<file path="src/rtl/xlat_pkg.sv">
package xlat_pkg;

  localparam int PN_W = 20;

  typedef enum logic [1:0] {
    PG_4K  = 2'b00,
    PG_64K = 2'b01,
    PG_1M  = 2'b10,
    PG_BAD = 2'b11
  } pg_size_t;

  typedef struct packed {
    logic            vld;
    pg_size_t        sz;
    logic [PN_W-1:0] vtag;
    logic [PN_W-1:0] ptag;
  } xlat_ent_t;

  // True when the entry's page span contains the given 4 KB page number.
  function automatic logic span_covers(xlat_ent_t e, logic [PN_W-1:0] pn);
    case (e.sz)
      PG_1M:   return e.vtag[PN_W-1:8] == pn[PN_W-1:8];
      PG_64K:  return e.vtag[PN_W-1:4] == pn[PN_W-1:4];
      PG_4K:   return e.vtag == pn;
      default: return 1'b0;
    endcase
  endfunction

endpackage

</file>
<file path="src/rtl/xlat_match.sv">
module xlat_match
  import xlat_pkg::*;
#(
  parameter int DEPTH = 8
) (
  input  xlat_ent_t [DEPTH-1:0] ents,
  input  logic [PN_W-1:0]       pn,
  output logic [DEPTH-1:0]      cover_vec
);

  for (genvar g = 0; g < DEPTH; g++) begin : g_cmp
    assign cover_vec[g] = ents[g].vld && span_covers(ents[g], pn);
  end

endmodule

</file>
<file path="src/rtl/xlat_lru.sv">
module xlat_lru #(
  parameter int DEPTH = 8,
  localparam int IW = (DEPTH > 1) ? $clog2(DEPTH) : 1
) (
  input  logic          clk,
  input  logic          rst_n,
  input  logic          touch_en,
  input  logic [IW-1:0] touch_idx,
  output logic [IW-1:0] oldest_idx
);

  // Rank per entry: 0 = most recent, DEPTH-1 = least recent.
  logic [DEPTH-1:0][IW-1:0] ages_q, ages_d;
  logic [DEPTH-1:0]         oldest_vec;

  always_comb begin
    ages_d = ages_q;
    for (int i = 0; i < DEPTH; i++) begin
      if (IW'(i) == touch_idx) begin
        ages_d[i] = '0;
      end else if (ages_q[i] < ages_q[touch_idx]) begin
        ages_d[i] = ages_q[i] + 1'b1;
      end
    end
  end

  always_ff @(posedge clk or negedge rst_n) begin
    if (!rst_n) begin
      for (int i = 0; i < DEPTH; i++) ages_q[i] <= IW'(i);
    end else if (touch_en) begin
      ages_q <= ages_d;
    end
  end

  always_comb begin
    oldest_idx = '0;
    for (int i = 0; i < DEPTH; i++) begin
      oldest_vec[i] = (ages_q[i] == IW'(DEPTH - 1));
      if (oldest_vec[i]) oldest_idx = IW'(i);
    end
  end


  single_oldest_chk: assert property (@(posedge clk) disable iff (!rst_n)
    $onehot(oldest_vec));


  mru_after_touch_chk: assert property (@(posedge clk) disable iff (!rst_n)
    touch_en |=> (ages_q[$past(touch_idx)] == '0));

endmodule

</file>
<file path="src/rtl/xlat_victim.sv">
module xlat_victim #(
  parameter int DEPTH = 8,
  localparam int IW = (DEPTH > 1) ? $clog2(DEPTH) : 1
) (
  input  logic             clk,
  input  logic             rst_n,
  input  logic [DEPTH-1:0] vld,
  input  logic [IW-1:0]    lru_idx,
  output logic [IW-1:0]    victim_idx
);

  logic          any_free;
  logic [IW-1:0] free_idx;

  always_comb begin
    free_idx = '0;
    for (int i = DEPTH - 1; i >= 0; i--) begin
      if (!vld[i]) free_idx = IW'(i);
    end
  end

  assign any_free   = ~&vld;
  assign victim_idx = any_free ? free_idx : lru_idx;


  free_slot_first_chk: assert property (@(posedge clk) disable iff (!rst_n)
    any_free |-> !vld[victim_idx]);

endmodule

</file>
<file path="src/rtl/xlat_cache.sv">
module xlat_cache
  import xlat_pkg::*;
#(
  parameter int DEPTH = 8,
  localparam int IW = (DEPTH > 1) ? $clog2(DEPTH) : 1
) (
  input  logic        clk,
  input  logic        rst_n,
  input  logic        lk_valid,
  input  logic        lk_write,
  input  logic [31:0] lk_vaddr,
  output logic        lk_hit,
  output logic        lk_miss,
  output logic        lk_rd_multi,
  output logic        lk_wr_multi,
  output logic [31:0] lk_paddr,
  input  logic        fill_valid,
  input  logic [1:0]  fill_size,
  input  logic [31:0] fill_vaddr,
  input  logic [31:0] fill_paddr,
  input  logic        flush_all,
  input  logic [31:0] inv_cmd
);

  xlat_ent_t [DEPTH-1:0] ents_q, ents_d;
  logic [DEPTH-1:0] vld_vec, vld_post, lk_vec, inv_vec;
  logic             ents_en;
  logic             lk_served, lk_any, lk_single;
  logic             inv_req, fill_ok;
  logic [IW-1:0]    hit_idx, victim_idx, lru_idx, touch_idx;
  logic             touch_en;
  xlat_ent_t        hit_ent;
  logic             unused_bits;

  assign unused_bits = ^{fill_vaddr[11:0], fill_paddr[11:0], inv_cmd[11:1]};

  for (genvar g = 0; g < DEPTH; g++) begin : g_vld
    assign vld_vec[g]  = ents_q[g].vld;
    assign vld_post[g] = ents_q[g].vld & ~(inv_req & inv_vec[g]);
  end

  xlat_match #(.DEPTH(DEPTH)) u_lk_match (
    .ents(ents_q), .pn(lk_vaddr[31:12]), .cover_vec(lk_vec)
  );

  xlat_match #(.DEPTH(DEPTH)) u_inv_match (
    .ents(ents_q), .pn(inv_cmd[31:12]), .cover_vec(inv_vec)
  );

  xlat_lru #(.DEPTH(DEPTH)) u_lru (
    .clk(clk), .rst_n(rst_n), .touch_en(touch_en),
    .touch_idx(touch_idx), .oldest_idx(lru_idx)
  );

  xlat_victim #(.DEPTH(DEPTH)) u_victim (
    .clk(clk), .rst_n(rst_n), .vld(vld_post),
    .lru_idx(lru_idx), .victim_idx(victim_idx)
  );

  // Lookup side: combinational on current contents, blocked by a fill.
  assign lk_served = lk_valid && !fill_valid;
  assign lk_any    = |lk_vec;
  assign lk_single = $onehot(lk_vec);

  always_comb begin
    hit_idx = '0;
    hit_ent = '0;
    for (int i = 0; i < DEPTH; i++) begin
      if (lk_vec[i]) begin
        hit_idx = IW'(i);
        hit_ent = ents_q[i];
      end
    end
  end

  always_comb begin
    lk_hit      = lk_served && lk_single;
    lk_miss     = lk_served && !lk_any;
    lk_rd_multi = lk_served && lk_any && !lk_single && !lk_write;
    lk_wr_multi = lk_served && lk_any && !lk_single && lk_write;
    lk_paddr    = '0;
    if (lk_hit) begin
      case (hit_ent.sz)
        PG_1M:   lk_paddr = {hit_ent.ptag[PN_W-1:8], lk_vaddr[19:0]};
        PG_64K:  lk_paddr = {hit_ent.ptag[PN_W-1:4], lk_vaddr[15:0]};
        default: lk_paddr = {hit_ent.ptag, lk_vaddr[11:0]};
      endcase
    end
  end

  // Update side.
  assign inv_req   = inv_cmd[0];
  assign fill_ok   = fill_valid && (pg_size_t'(fill_size) != PG_BAD) && !flush_all;
  assign touch_en  = fill_ok || lk_hit;
  assign touch_idx = fill_ok ? victim_idx : hit_idx;
  assign ents_en   = flush_all || inv_req || fill_ok;

  always_comb begin
    ents_d = ents_q;
    for (int i = 0; i < DEPTH; i++) ents_d[i].vld = vld_post[i];
    if (fill_ok) begin
      ents_d[victim_idx].vld  = 1'b1;
      ents_d[victim_idx].sz   = pg_size_t'(fill_size);
      ents_d[victim_idx].vtag = fill_vaddr[31:12];
      ents_d[victim_idx].ptag = fill_paddr[31:12];
    end
    if (flush_all) begin
      for (int i = 0; i < DEPTH; i++) ents_d[i].vld = 1'b0;
    end
  end

  always_ff @(posedge clk or negedge rst_n) begin
    if (!rst_n) begin
      ents_q <= '0;
    end else if (ents_en) begin
      ents_q <= ents_d;
    end
  end


  outcome_excl_chk: assert property (@(posedge clk) disable iff (!rst_n)
    $onehot0({lk_hit, lk_miss, lk_rd_multi, lk_wr_multi}));


  flush_clears_chk: assert property (@(posedge clk) disable iff (!rst_n)
    flush_all |=> (vld_vec == '0));


  fill_blocks_lookup_chk: assert property (@(posedge clk) disable iff (!rst_n)
    fill_valid |-> !(lk_hit || lk_miss || lk_rd_multi || lk_wr_multi));


  bad_size_drop_chk: assert property (@(posedge clk) disable iff (!rst_n)
    (fill_valid && fill_size == 2'b11 && !inv_cmd[0] && !flush_all)
      |=> (ents_q == $past(ents_q)));


  inv_removes_chk: assert property (@(posedge clk) disable iff (!rst_n)
    (inv_req && !fill_valid) |=> ((vld_vec & $past(inv_vec)) == '0));

endmodule

</file>
<file path="config.mk">
export PLATFORM = sky130hd
export DESIGN_NAME = xlat_cache
export DESIGN_NICKNAME = d
export VERILOG_FILES = /design/src/rtl/xlat_pkg.sv /design/src/rtl/xlat_match.sv /design/src/rtl/xlat_lru.sv /design/src/rtl/xlat_victim.sv /design/src/rtl/xlat_cache.sv
export SDC_FILE = /design/constraint.sdc
export NUM_CORES = 1
export LEC_CHECK = 0
export BUFFER_PORTS_ARGS = -buffer_cell sky130_fd_sc_hd__buf_2
export CORE_ASPECT_RATIO = 0.9
export CORE_MARGIN = 1
export CORE_UTILIZATION = 45
export DETAILED_ROUTE_END_ITERATION = 8
export PLACE_DENSITY_LB_ADDON = 0.15
export SLEW_MARGIN = 20
export SYNTH_ARGS = -nofsm -noshare
export SYNTH_HDL_FRONTEND = slang
export SYNTH_SLANG_ARGS = --single-unit
</file>
<file path="constraint.sdc">
create_clock -name clk -period 7.2 [get_ports clk]
set_clock_uncertainty 0.05 [all_clocks]
set_input_delay 0.72 -clock clk [delete_from_list [all_inputs] [get_ports clk]]
set_output_delay 0.72 -clock clk [all_outputs]
set_load 0.005 [all_outputs]
</file>
==> summary by stage, run 1 <==
Run status
The flow ran to the end, but the final reports show violations. The final reports fail on design-rule violations.

Route
In the final routed layout, each cell accounts on average for around 23 um. The routed layout has 15.6k vias. Before antenna repair, the detailed router went through 7 iterations. In this run, the number of DRC markers left after iteration 0 of detailed routing was 1113. Summed over all layers, the routed wires come to about 63 mm. After detailed routing, the number of vias per cell comes to between 5 and 6. In the routed design, unresolved DRC markers number 12. The count of nets left with antenna violations once routing finished came out at 0.

Clock network
Counting every sink on the clock net gives 368. The clock tree root buffer cell is sky130_fd_sc_hd__clkbuf_16. The number of buffers inserted during clock tree synthesis is between 40 and 50. After clock tree synthesis, the setup repair step added 0 buffers. CTS built an H-tree with a depth of 2. The clock tree from TritonCTS is yes. The clock edge transition at the registers on the reported setup and hold paths is approximately 0.06 ns. The clock reaches the later pin of the worst-skew pair after around 0.60 ns. The count of instances resized after the clock tree is built is 0.

The largest buffer count on any clock path is 3. The quantity of hold-fixing buffers added after cts is 0.

Timing
Setup repair after global routing left no endpoint under its margin. The number of failing hold endpoints at the final stage came to 0. The relative slew slack is between 20% and 30%. The worst path needs roughly 6.9 ns of the cycle, external delays included. The final-layout setup total negative slack is 0 ns.

The final critical-path share of the clock period is roughly 96%. The number of max-slew violations in the final report is 0. The final-report setup violation count is 0.

At the pin with the least slew margin, the transition time is roughly 1.1 ns. The achievable frequency is between 0.1 and 0.15 GHz.

Synthesis
The number of different library cells in the post-synthesis netlist is between 80 and 90. In the synthesized netlist the async set-or-reset flop fraction comes to 100%. The largest total area in the synthesized netlist belongs to sky130_fd_sc_hd__dfrtp_1. The mean instance size in the synthesized netlist is 11.1 um2. The number of enable flip-flop cells after synthesis is 0. Ranked by total cell area, the synthesized netlist is headed by sky130_fd_sc_hd__dfrtp_1 41%, sky130_fd_sc_hd__mux2_2 19%, sky130_fd_sc_hd__xnor2_1 9.9%, sky130_fd_sc_hd__xor2_1 2.9%, sky130_fd_sc_hd__a21oi_1 1.9%. Synthesis produced a netlist with a net count of roughly 2.1k. The area share of the largest cell type after synthesis is 41.0%.

Summing every instance area after synthesis gives 0.0217 mm2. The flip-flop and latch count after synthesis is 368. The cell count after synthesis came out at 1961. The predominant post-synthesis flop cell is sky130_fd_sc_hd__dfrtp_1. The total of warnings raised by yosys is 0.

Sequential elements use a little over two fifths of the synthesized area.

Placed design
Port buffering added between 100 and 150 buffers. The placer's final routability congestion estimate is 0.896. In this run the cell area measured after placement is approximately 0.023 mm2.

The final HPWL from detailed placement is 43.9 mm.

Cells and area
After routing the design area is 0.0246 mm2. Leaving out fill and tap cells, the most frequent cell in the layout is sky130_fd_sc_hd__mux2_2. The fraction of final layout cells sized beyond drive strength 1 is about 32%. The register area is around 0.009 mm2. The number of nets in the finished design is 2240. The top cell types in the final layout, fill and taps aside, are 360 x sky130_fd_sc_hd__mux2_2, 356 x sky130_fd_sc_hd__dfrtp_1, 245 x sky130_fd_sc_hd__xnor2_1, 135 x sky130_fd_sc_hd__buf_2, 92 x sky130_fd_sc_hd__nand2_1.

The multi-input combinational cells in the finished layout cover a total of 0.0119 mm2. The fill cell instance count of the final layout is 4293. The area added between synthesis and finish is 13.1%.

Setup path
STA classifies the critical path startpoint as a register. The critical path is of the reg -> out type. Data on the critical path is required at its endpoint by ~6.4 ns.

The maximum fanout along the worst path is 4. The worst setup path is captured at a primary output. STA puts the critical path data arrival time at just over 6 ns.

Global route
Global routing used between 20% and 30% of the available tracks. Summed over all layers, the global routing overflow is 0. The wire length of the first global-routing pass is ~98 mm. The number of antenna violations at the first check in global routing came to 1.

The largest net degree at the start of global routing is ~120. The via count of the first global-routing pass was approximately 16k.

Power
Dividing total power by cell area gives a power density of 257 mW/mm2. The reported leakage power is between 10 and 15 nW. IR analysis of the VDD net gives a maximum drop of 0.161 mV.

The total power of the final layout is 6.32 mW.

Floorplanning
The initial standard-cell utilization of the core is ~46%. The die covers about 0.049 mm2. Measured along the x axis, the die boundary spans 234 um. The y dimension of the die is 211 um. The number of placed I/O pins is 172.

The floorplan has 76 rows. The core region is around 0.048 mm2.

Min path
The min-delay analysis places its worst path in the category in -> async.

Run
Max-cap violations in this run came to 0.
-- cell type report --
cell class	count	area share, %
multi-input cells	1437	48.4
inverters	37	0.565
flip-flops and latches	368	37.5
repair buffers	184	4.41
clock buffers	58	4.89
well taps	624	3.17
clock inverters	22	1.10
diodes	1	0.0102
-- worst paths after layout --
check | start | to | slack (ns) | cells past startpoint
worst min register to register | register | register | 0.45 | 1
max in group asynchronous | rst_n | async pin | 5.51 | 2
worst max register to register | register | u_lru.ages_q[22] | 0.90 | 22
worst max-delay path | register | lk_paddr[19] | 0.31 | 20
worst min-delay path | rst_n | async pin | 0.17 | 1
min in group clk | fill_paddr[25] | register | 0.41 | 2
-- kinds of logic after synthesis --
group / count (synthesis) / synth area share, %
AND/OR/NAND/NOR: 407 / 9.87
multiplexers: 405 / 20.9
flip-flops: 368 / 42.4
XOR/XNOR: 320 / 13.0
AO/OA/AOI/OAI: 271 / 8.64
buffers and inverters: 156 / 3.10
adder cells (fa/ha/maj): 34 / 2.09
-- synthesized netlist by cell type, drive strengths merged (7+ instances only) --
master	n
mux2	366
o211ai	7
clkbuf	60
nand4	50
o21a	8
o21ai	79
nor2b	12
nand2	95
and2	17
or4	12
nor4	23
xnor2	249
and3	7
nor2	75
nor3b	24
xor2	71
ha	29
a21oi	84
inv	35
nand2b	8
nand3	48
dfrtp	356
a41o	7
a41oi	9
buf	59
mux2i	38
a211oi	13
dfstp	12
nor3	15
-- metal layers --
layer / vias to the layer above / global-route usage, % / share of wire (%)
li1: 7207 / - / -
met1: 7976 / 38.3 / 48
met2: 349 / 40.2 / 45
met3: 82 / 3.80 / 4.9
met4: 2 / 7.12 / 2.5
met5: - / 0 / 0.019
-- power breakdown --
| group | total, mW | internal, mW | switching [mW] |
|---|---|---|---|
| combinational | 1.30 | 0.677 | 0.625 |
| clock | 2.27 | 1.33 | 0.939 |
| sequential | 2.75 | 2.42 | 0.328 |
-- worst max-delay path, stage by stage (launching register included) --
cell and delay (ns):
sky130_fd_sc_hd__dfrtp_1 0.41, sky130_fd_sc_hd__xor2_1 0.16, sky130_fd_sc_hd__nor4_1 0.51, sky130_fd_sc_hd__a21oi_1 0.21, sky130_fd_sc_hd__or4_1 0.48, sky130_fd_sc_hd__fa_1 0.56, sky130_fd_sc_hd__fa_1 0.45, sky130_fd_sc_hd__fa_1 0.43
sky130_fd_sc_hd__inv_1 0.07, sky130_fd_sc_hd__ha_1 0.17, sky130_fd_sc_hd__inv_1 0.07, sky130_fd_sc_hd__fa_1 0.42, sky130_fd_sc_hd__inv_1 0.08, sky130_fd_sc_hd__nand3_1 0.07, sky130_fd_sc_hd__o22ai_1 0.11, sky130_fd_sc_hd__nand3_1 0.12
sky130_fd_sc_hd__or2_2 0.33, sky130_fd_sc_hd__inv_1 0.11, sky130_fd_sc_hd__o21ai_0 0.15, sky130_fd_sc_hd__o21ai_0 0.40, sky130_fd_sc_hd__buf_2 0.19
-- metrics by stage --
stage	worst slack [ns]	std cells	util (%)	hold WS [ns]
2_1_floorplan	0.148	1961	-	0.374
3_3_place_gp	0.485	2649	48.4	0.428
3_5_place_dp	0.458	2649	48.4	0.436
4_1_cts	0.251	2729	51.4	0.200
5_1_grt	0.0183	2730	51.5	0.247
6_report	0.312	2731	51.5	0.167
(Power assumes the default switching activity.)
==> run 2: changes to the inputs <==
--- a/config.mk
+++ b/config.mk
@@ -8,7 +8,7 @@
 export BUFFER_PORTS_ARGS = -buffer_cell sky130_fd_sc_hd__buf_2
 export CORE_ASPECT_RATIO = 0.9
 export CORE_MARGIN = 1
-export CORE_UTILIZATION = 45
+export CORE_UTILIZATION = 60
 export DETAILED_ROUTE_END_ITERATION = 8
 export PLACE_DENSITY_LB_ADDON = 0.15
 export SLEW_MARGIN = 20
==> run 2 against run 1 <==
Effect of this change: die area decreased by 25%; critical endpoint unchanged; clock power down 5%; largest power group unchanged; the flow now finishes without violations; critical path depth did not move; sequential share of layout area increased by 0.55 points; largest cell class unchanged; sequential power about the same; flip-flop and latch count did not move; core utilization grew 17 points.
==> summary by stage, run 2 (same netlist as run 1, synthesis figures left out) <==
Cells and area
Leading cell types in the layout, fill and taps excluded: 360 x sky130_fd_sc_hd__mux2_2, 356 x sky130_fd_sc_hd__dfrtp_1, 245 x sky130_fd_sc_hd__xnor2_1, 135 x sky130_fd_sc_hd__buf_2, 92 x sky130_fd_sc_hd__nand2_1 (unchanged). The number of nets in the finished design is 2231 (was 2240). The most frequent standard cell in the layout excluding fill and tap cells is sky130_fd_sc_hd__mux2_2 (unchanged). The cell area after layout is 0.0242 mm2 (was 0.0246 mm2).

The fraction of final layout cells sized beyond drive strength 1 is 31.9% (was 32.3%). The area added between synthesis and finish is 11.5% (was 13.1%). The fill cell instance count of the final layout was 2700 (was 4293). The number of inserted diodes is 0 (was 1).

Route
The via count is 16.1k (was 15.6k). The routed length per placed instance came to 23.8 um (was 22.9 um). The total iterations of the first detailed-routing run is 6 (was 7).

The residual antenna-violating net count after detailed routing came to 0 (unchanged). The post-detailed-route DRC marker count is 0 (was 12). The post-detailed-routing wire length is 60.9 mm (was 62.6 mm). The average vias per placed instance is 6.28 (was 5.72). The DRC violation total after the first TritonRoute iteration is 1216 (was 1113).

Setup path
The maximum fanout along the worst path is 8 (was 4). The startpoint kind of the worst setup timing path is a register (unchanged). The classification of the worst setup path is reg -> out (unchanged).

Chain of cells forming the critical path: xor2_1, nor4_1, nand4_1, or4_1, fa_1, fa_1, fa_1, inv_1, ha_1, inv_1, fa_1, inv_1, nand3_1, o22ai_1, nand3_1, or2_2, inv_1, o21ai_0, o21ai_0, buf_2 (was xor2_1, nor4_1, a21oi_1, or4_1, fa_1, fa_1, fa_1, inv_1, ha_1, inv_1, fa_1, inv_1, nand3_1, o22ai_1, nand3_1, or2_2, inv_1, o21ai_0, o21ai_0, buf_2). The element type at the critical path end was a primary output (unchanged). The number of buffer and inverter instances along the worst setup path is 5 (unchanged). The data arrival at the endpoint of the critical path is 6.17 ns (was 6.12 ns). The kind of cell adding the most delay to the critical path is adder cells (unchanged).

The data required time at the worst endpoint is 6.43 ns (about the same). The highest-delay cell along the critical path was sky130_fd_sc_hd__or4_1 (was sky130_fd_sc_hd__fa_1). The longest individual stage delay on the worst path is 0.61 ns (was 0.56 ns).

Placed design
The placer's final routability congestion estimate is 0.946 (was 0.896). The number of port buffers was 136 (unchanged). The final HPWL from detailed placement is 42.5 mm (was 43.9 mm).

The worst setup timing slack at the placement stage is 0.365 ns (was 0.458 ns). The post-detailed-placement cell area is 0.0228 mm2 (was 0.0231 mm2).

Global route
The number of antenna violations at the first check in global routing is 2 (was 1). The largest net degree at the start of global routing was 152 (was 123). The overall fraction of global-route tracks in use is 33.6% (was 26.2%).

The wire length of the first global-routing pass is 95.3 mm (was 97.7 mm). The via count of the first global-routing pass is 16.1k (was 15.7k). The total congestion overflow after global routing came to 0 (unchanged).

Timing
The final-report setup violation count came to 0 (unchanged). The minimum period implied by the final worst setup slack is 6.94 ns (was 6.89 ns). The final critical-path share of the clock period is 96.3% (was 95.7%).

Setup repair after global routing missed its margin: yes (was no). The transition time of the tightest slew-check pin was 1.10 ns (was 1.08 ns). The final worst-path setup slack was 0.263 ns (was 0.312 ns). The number of failing hold endpoints at the final stage is 0 (unchanged). The number of max-slew violations in the final report came to 0 (unchanged).

The relative slew slack is 26.5% (was 27.7%). The achievable frequency is 0.144 GHz (was 0.145 GHz).

Floorplanning
The initial standard-cell utilization of the core came to 61.5% (was 45.6%). The width of the chip came to 203 um (was 234 um). The y dimension of the die is 183 um (was 211 um).

The core area is 0.0354 mm2 (was 0.0477 mm2). The number of placed I/O pins is 172 (unchanged). The floorplan die area is 0.0370 mm2 (was 0.0492 mm2). The total number of placement rows came to 65 (was 76).

Clock network
The clock tree root buffer cell was sky130_fd_sc_hd__clkbuf_16 (unchanged). The number of setup buffers added after CTS is 0 (unchanged). The clock edge transition at the registers on the reported setup and hold paths is 0.06 ns (about the same). The clock tree from TritonCTS is yes (unchanged). The quantity of hold-fixing buffers added after cts was 0 (unchanged).

The largest buffer count on any clock path is 3 (unchanged). The clock insertion delay at the later pin of the skew report is 0.57 ns (was 0.60 ns). The count of clock tree sinks is 368 (unchanged).

The number of buffers inserted during clock tree synthesis was 41 (was 43). The total number of H-tree levels is 2 (unchanged).

Power
The ratio of total power to cell area is 256 mW/mm2 (was 257 mW/mm2). The maximum vdd drop was 0.238 mV (was 0.161 mV). The reported leakage power was 11.0 nW (was 11.1 nW). The total power of the final layout is 6.22 mW (was 6.32 mW).

Run status
Status: complete, no violations (was finished, violations left).

Min path
The type of the tightest min-delay check is in -> async (unchanged).

Run
The max-capacitance violation count is 0 (unchanged).
-- run 2: metal layers --
layer | up-vias | GRT usage [%] | routed length (um) | part of all wire, %
met4 | 4 | 10.6 | 1760 | 2.9
met3 | 118 | 7.43 | 5030 | 8.3
li1 | 7203 | - | - | -
met5 | - | 0 | 23 | 0.038
met1 | 8134 | 48.0 | 26600 | 44
met2 | 626 | 51.0 | 27400 | 45
-- run 2: report_power, final --
| part | switching (mW) | total [mW] | internal, mW |
|---|---|---|---|
| registers | 0.330 | 2.75 | 2.42 |
| clock network | 0.899 | 2.16 | 1.26 |
| logic | 0.632 | 1.30 | 0.672 |
-- run 2: worst paths after layout --
check | startpoint | end | slack (ns) | cells past startpoint
max in group asynchronous | rst_n | async pin | 5.50 | 2
worst max register to register | register | u_lru.ages_q[18] | 0.93 | 22
worst min register to register | register | register | 0.45 | 1
worst min-delay path | rst_n | async pin | 0.13 | 1
worst max-delay path | register | lk_paddr[19] | 0.26 | 20
min in group clk | fill_paddr[20] | register | 0.44 | 2
-- run 2: worst reg2reg max path: cells and delay by family, from the launching register on --
family / cells / cell delay [ns]
AOI/OAI and AO/OA: 2 / 0.53
xor gates and xnor gates: 1 / 0.18
adders and majority gates: 5 / 2.04
buffers and inverters: 4 / 0.36
DFF: 1 / 0.43
muxes: 1 / 0.35
and+or+nand+nor: 9 / 2.21
-- run 2: cell type report --
type / count / area [um2] / area share, %
repair buffers: 177 / 1010 / 4.17
inverters: 37 / 139 / 0.573
clock buffers: 57 / 1180 / 4.85
flip-flops and latches: 368 / 9220 / 38.0
clock inverters: 16 / 218 / 0.898
multi-input cells: 1437 / 11900 / 49.0
well taps: 469 / 587 / 2.42
-- run 2: per-stage QoR --
| stage | cells | utilization (%) | hold slack (ns) | setup TNS [ns] |
|---|---|---|---|---|
| finish | 2561 | 68.5 | 0.126 | 0 |
| global route | 2561 | 68.5 | 0.158 | -0.0751 |
| CTS | 2561 | 68.5 | 0.152 | 0 |
| detailed placement | 2488 | 64.6 | 0.435 | 0 |
| global placement | 2488 | 64.6 | 0.429 | 0 |
| floorplan | 1961 | - | 0.374 | 0 |
-- run 2: what timing repair did --
item / in CTS / in global routing
setup endpoints to repair: 0 / 4
gates resized for setup: 0 / 2
hold endpoints to repair: 0 / 0
==> run 3: changes to the inputs <==
--- a/config.mk
+++ b/config.mk
@@ -6,7 +6,7 @@
 export NUM_CORES = 1
 export LEC_CHECK = 0
 export BUFFER_PORTS_ARGS = -buffer_cell sky130_fd_sc_hd__buf_2
-export CORE_ASPECT_RATIO = 0.9
+export CORE_ASPECT_RATIO = 2
 export CORE_MARGIN = 1
 export CORE_UTILIZATION = 60
 export DETAILED_ROUTE_END_ITERATION = 8
==> run 3 against run 2 <==
Effect of this change: non-clock buffer count up 5; global-route usage is 2.1 points higher; flip-flop and latch count unchanged; sequential share of layout area rose by 0.28 points; core utilization shrank 1.1 points; combinational power about the same; design area decreased by 0.72%; first-iteration DRC count is 27% lower; critical path type is now in -> out; largest power group unchanged; highest routed layer is now met4.
==> summary by stage, run 3 (same netlist as run 1, synthesis figures left out) <==
Global route
The number of antenna violations at the first check in global routing is 1 (was 2). The largest net degree at the start of global routing is 153 (was 152). The via count of the first global-routing pass is 16.7k (was 16.1k). The wire length of the first global-routing pass is 98.1 mm (was 95.3 mm). The total congestion overflow after global routing came to 0 (unchanged). The overall fraction of global-route tracks in use came to 35.7% (was 33.6%).

Setup path
The classification of the worst setup path is in -> out (was reg -> out). The data arrival at the endpoint of the critical path is 6.17 ns (about the same). The worst reg-to-reg setup slack was 0.84 ns (was 0.93 ns). The data required time at the worst endpoint is 6.43 ns (about the same). The startpoint kind of the worst setup timing path is a primary input (was register). The maximum fanout along the worst path is 8 (unchanged). The element type at the critical path end is a primary output (unchanged).

Cells and area
The footprint of the multi-input gates is 0.0119 mm2 (about the same). The most frequent standard cell in the layout excluding fill and tap cells is sky130_fd_sc_hd__mux2_2 (unchanged). The fraction of final layout cells sized beyond drive strength 1 is 31.9% (about the same). The register area is 0.00922 mm2 (unchanged).

The fill cell instance count of the final layout is 2800 (was 2700). The final non-filler cell total is 2538 (was 2561). The number of nets in the finished design is 2230 (was 2231). The final cell utilization of the core is 67.4% (was 68.5%). Leading cell types in the layout, fill and taps excluded: 360 x sky130_fd_sc_hd__mux2_2, 356 x sky130_fd_sc_hd__dfrtp_1, 245 x sky130_fd_sc_hd__xnor2_1, 135 x sky130_fd_sc_hd__buf_2, 92 x sky130_fd_sc_hd__nand2_1 (unchanged).

The area added between synthesis and finish is 10.7% (was 11.5%). The cell area after layout is 0.0241 mm2 (was 0.0242 mm2).

Run
The max-capacitance violation count is 0 (unchanged).

Floorplanning
The core area is 0.0357 mm2 (was 0.0354 mm2). The floorplan die area was 0.0371 mm2 (was 0.0370 mm2). The total number of placement rows is 98 (was 65).

The initial standard-cell utilization of the core was 61.0% (was 61.5%). The y dimension of the die is 271 um (was 183 um). The number of placed I/O pins is 172 (unchanged).

The width of the chip is 137 um (was 203 um).

Clock network
The clock edge transition at the registers on the reported setup and hold paths came to 0.07 ns (was 0.06 ns). The number of setup buffers added after CTS was 0 (unchanged). The clock tree root buffer cell is sky130_fd_sc_hd__clkbuf_16 (unchanged).

The count of clock tree sinks was 368 (unchanged). The number of buffers inserted during clock tree synthesis is 35 (was 41). The largest buffer count on any clock path came to 3 (unchanged). The clock tree from TritonCTS is yes (unchanged).

The clock insertion delay at the later pin of the skew report is 0.55 ns (was 0.57 ns). The total number of H-tree levels is 2 (unchanged). The quantity of hold-fixing buffers added after cts is 0 (unchanged).

Route
The DRC violation total after the first TritonRoute iteration is 889 (was 1216). The average vias per placed instance came to 6.33 (was 6.28). The via count was 16.1k (about the same). The residual antenna-violating net count after detailed routing is 0 (unchanged).

The total iterations of the first detailed-routing run is 5 (was 6). The post-detailed-routing wire length is 64.1 mm (was 60.9 mm). The post-detailed-route DRC marker count came to 0 (unchanged). The routed length per placed instance is 25.3 um (was 23.8 um).

Placed design
The cell count after placement was 2473 (was 2488). The placer's final routability congestion estimate came to 0.933 (was 0.946). The post-detailed-placement cell area is 0.0229 mm2 (was 0.0228 mm2). The worst setup timing slack at the placement stage is 0.304 ns (was 0.365 ns). The final HPWL from detailed placement is 45.2 mm (was 42.5 mm).

The number of port buffers came to 136 (unchanged).

Timing
The number of max-slew violations in the final report was 0 (unchanged). The final-layout setup total negative slack is 0 ns (unchanged). The minimum period implied by the final worst setup slack is 6.94 ns (about the same). The number of failing hold endpoints at the final stage came to 0 (unchanged).

The final-report setup violation count is 0 (unchanged). The transition time of the tightest slew-check pin came to 0.980 ns (was 1.10 ns). Setup repair after global routing missed its margin: no (was yes). The final worst-path setup slack came to 0.257 ns (was 0.263 ns). The relative slew slack is 34.0% (was 26.5%). The final critical-path share of the clock period came to 96.4% (was 96.3%).

The achievable frequency is 0.144 GHz (about the same).

Min path
The type of the tightest min-delay check is in -> async (unchanged).

Run status
Status: complete, no violations (unchanged).

Power
The ratio of total power to cell area was 249 mW/mm2 (was 256 mW/mm2). The net switching power is 1.82 mW (was 1.86 mW). The maximum vdd drop is 0.301 mV (was 0.238 mV). The reported leakage power came to 11.0 nW (about the same). The power share of the clock group came to 31.9% (was 34.8%). The internal power is 4.17 mW (was 4.36 mW). The fraction of power spent switching nets is 30.4% (was 29.9%). The sequential fraction of design power is 46.0% (was 44.3%). The combinational power share is 22.1% (was 21.0%).
run 3: cell types whose count changed in the layout (fill, tap and decap cells not counted), moves of 3 or more:
| cell | before | now |
|---|---|---|
| sky130_fd_sc_hd__clkinv_2 | 6 | 9 |
| sky130_fd_sc_hd__clkbuf_1 | 7 | 4 |
| sky130_fd_sc_hd__clkbuf_16 | 41 | 36 |
| sky130_fd_sc_hd__buf_4 | 40 | 43 |
run 3: area by class of cell:
type                            instances  share of cell area [%]
Timing Repair Buffer                  182                    4.46
Multi-Input combinational cell       1437                    49.4
Inverter                               37                   0.577
Antenna cell                            1                  0.0104
Clock inverter                         16                   0.655
Tap cell                              450                    2.34
Clock buffer                           47                    4.21
Sequential cell                       368                    38.3
run 3: power by group through the flow:
stage / Sequential (mW) / Combinational, mW / Clock [mW]
after floorplan: 2.68 / 0.980 / 0
after global placement: 2.76 / 1.25 / 0
after detailed placement: 2.79 / 1.30 / 0
after CTS: 2.75 / 1.31 / 1.94
after global routing: 2.80 / 1.44 / 2.01
final: 2.75 / 1.32 / 1.91
run 3: what timing repair did:
item,in CTS,in global routing
endpoints found under the setup margin,0,4
hold endpoints to repair,0,0
gates resized for setup,0,2
run 3: final timing paths:
kind	from	end	depth (start not counted)
worst max register to register	register	u_lru.ages_q[8]	21
worst max-delay path	lk_vaddr[20]	lk_paddr[16]	21
max in group asynchronous	rst_n	async pin	2
worst min-delay path	rst_n	async pin	1
min in group clk	register	register	1
worst min register to register	register	register	1
run 3: critical path: stages:
cell and delay [ns]:
sky130_fd_sc_hd__buf_2 0.29, sky130_fd_sc_hd__xor2_1 0.13, sky130_fd_sc_hd__nor4_1 0.33, sky130_fd_sc_hd__nand4_1 0.29, sky130_fd_sc_hd__or4_1 0.67, sky130_fd_sc_hd__fa_1 0.50, sky130_fd_sc_hd__fa_1 0.52, sky130_fd_sc_hd__fa_1 0.41
sky130_fd_sc_hd__inv_1 0.07, sky130_fd_sc_hd__ha_1 0.16, sky130_fd_sc_hd__inv_1 0.07, sky130_fd_sc_hd__fa_1 0.41, sky130_fd_sc_hd__inv_1 0.08, sky130_fd_sc_hd__nand3_1 0.07, sky130_fd_sc_hd__o22ai_1 0.11, sky130_fd_sc_hd__nand3_1 0.14
sky130_fd_sc_hd__or2_2 0.36, sky130_fd_sc_hd__inv_1 0.16, sky130_fd_sc_hd__o21ai_0 0.18, sky130_fd_sc_hd__o21ai_0 0.32, sky130_fd_sc_hd__buf_2 0.17
run 3: through the flow:
step | total power, mW | hold slack (ns)
2_1_floorplan | 3.66 | 0.374
3_3_place_gp | 4.01 | 0.429
3_5_place_dp | 4.09 | 0.438
4_1_cts | 6.00 | 0.203
5_1_grt | 6.25 | 0.220
6_report | 5.99 | 0.127
run 3: routing by layer:
layer  vias up  global-route usage, %  part of all wire (%)
met2       522                   62.1                    52
met5         -                      0                     0
li1       7161                      -                     -
met1      8173                   39.5                    36
met4         0                   24.6                   7.5
met3       211                   5.15                   4.8
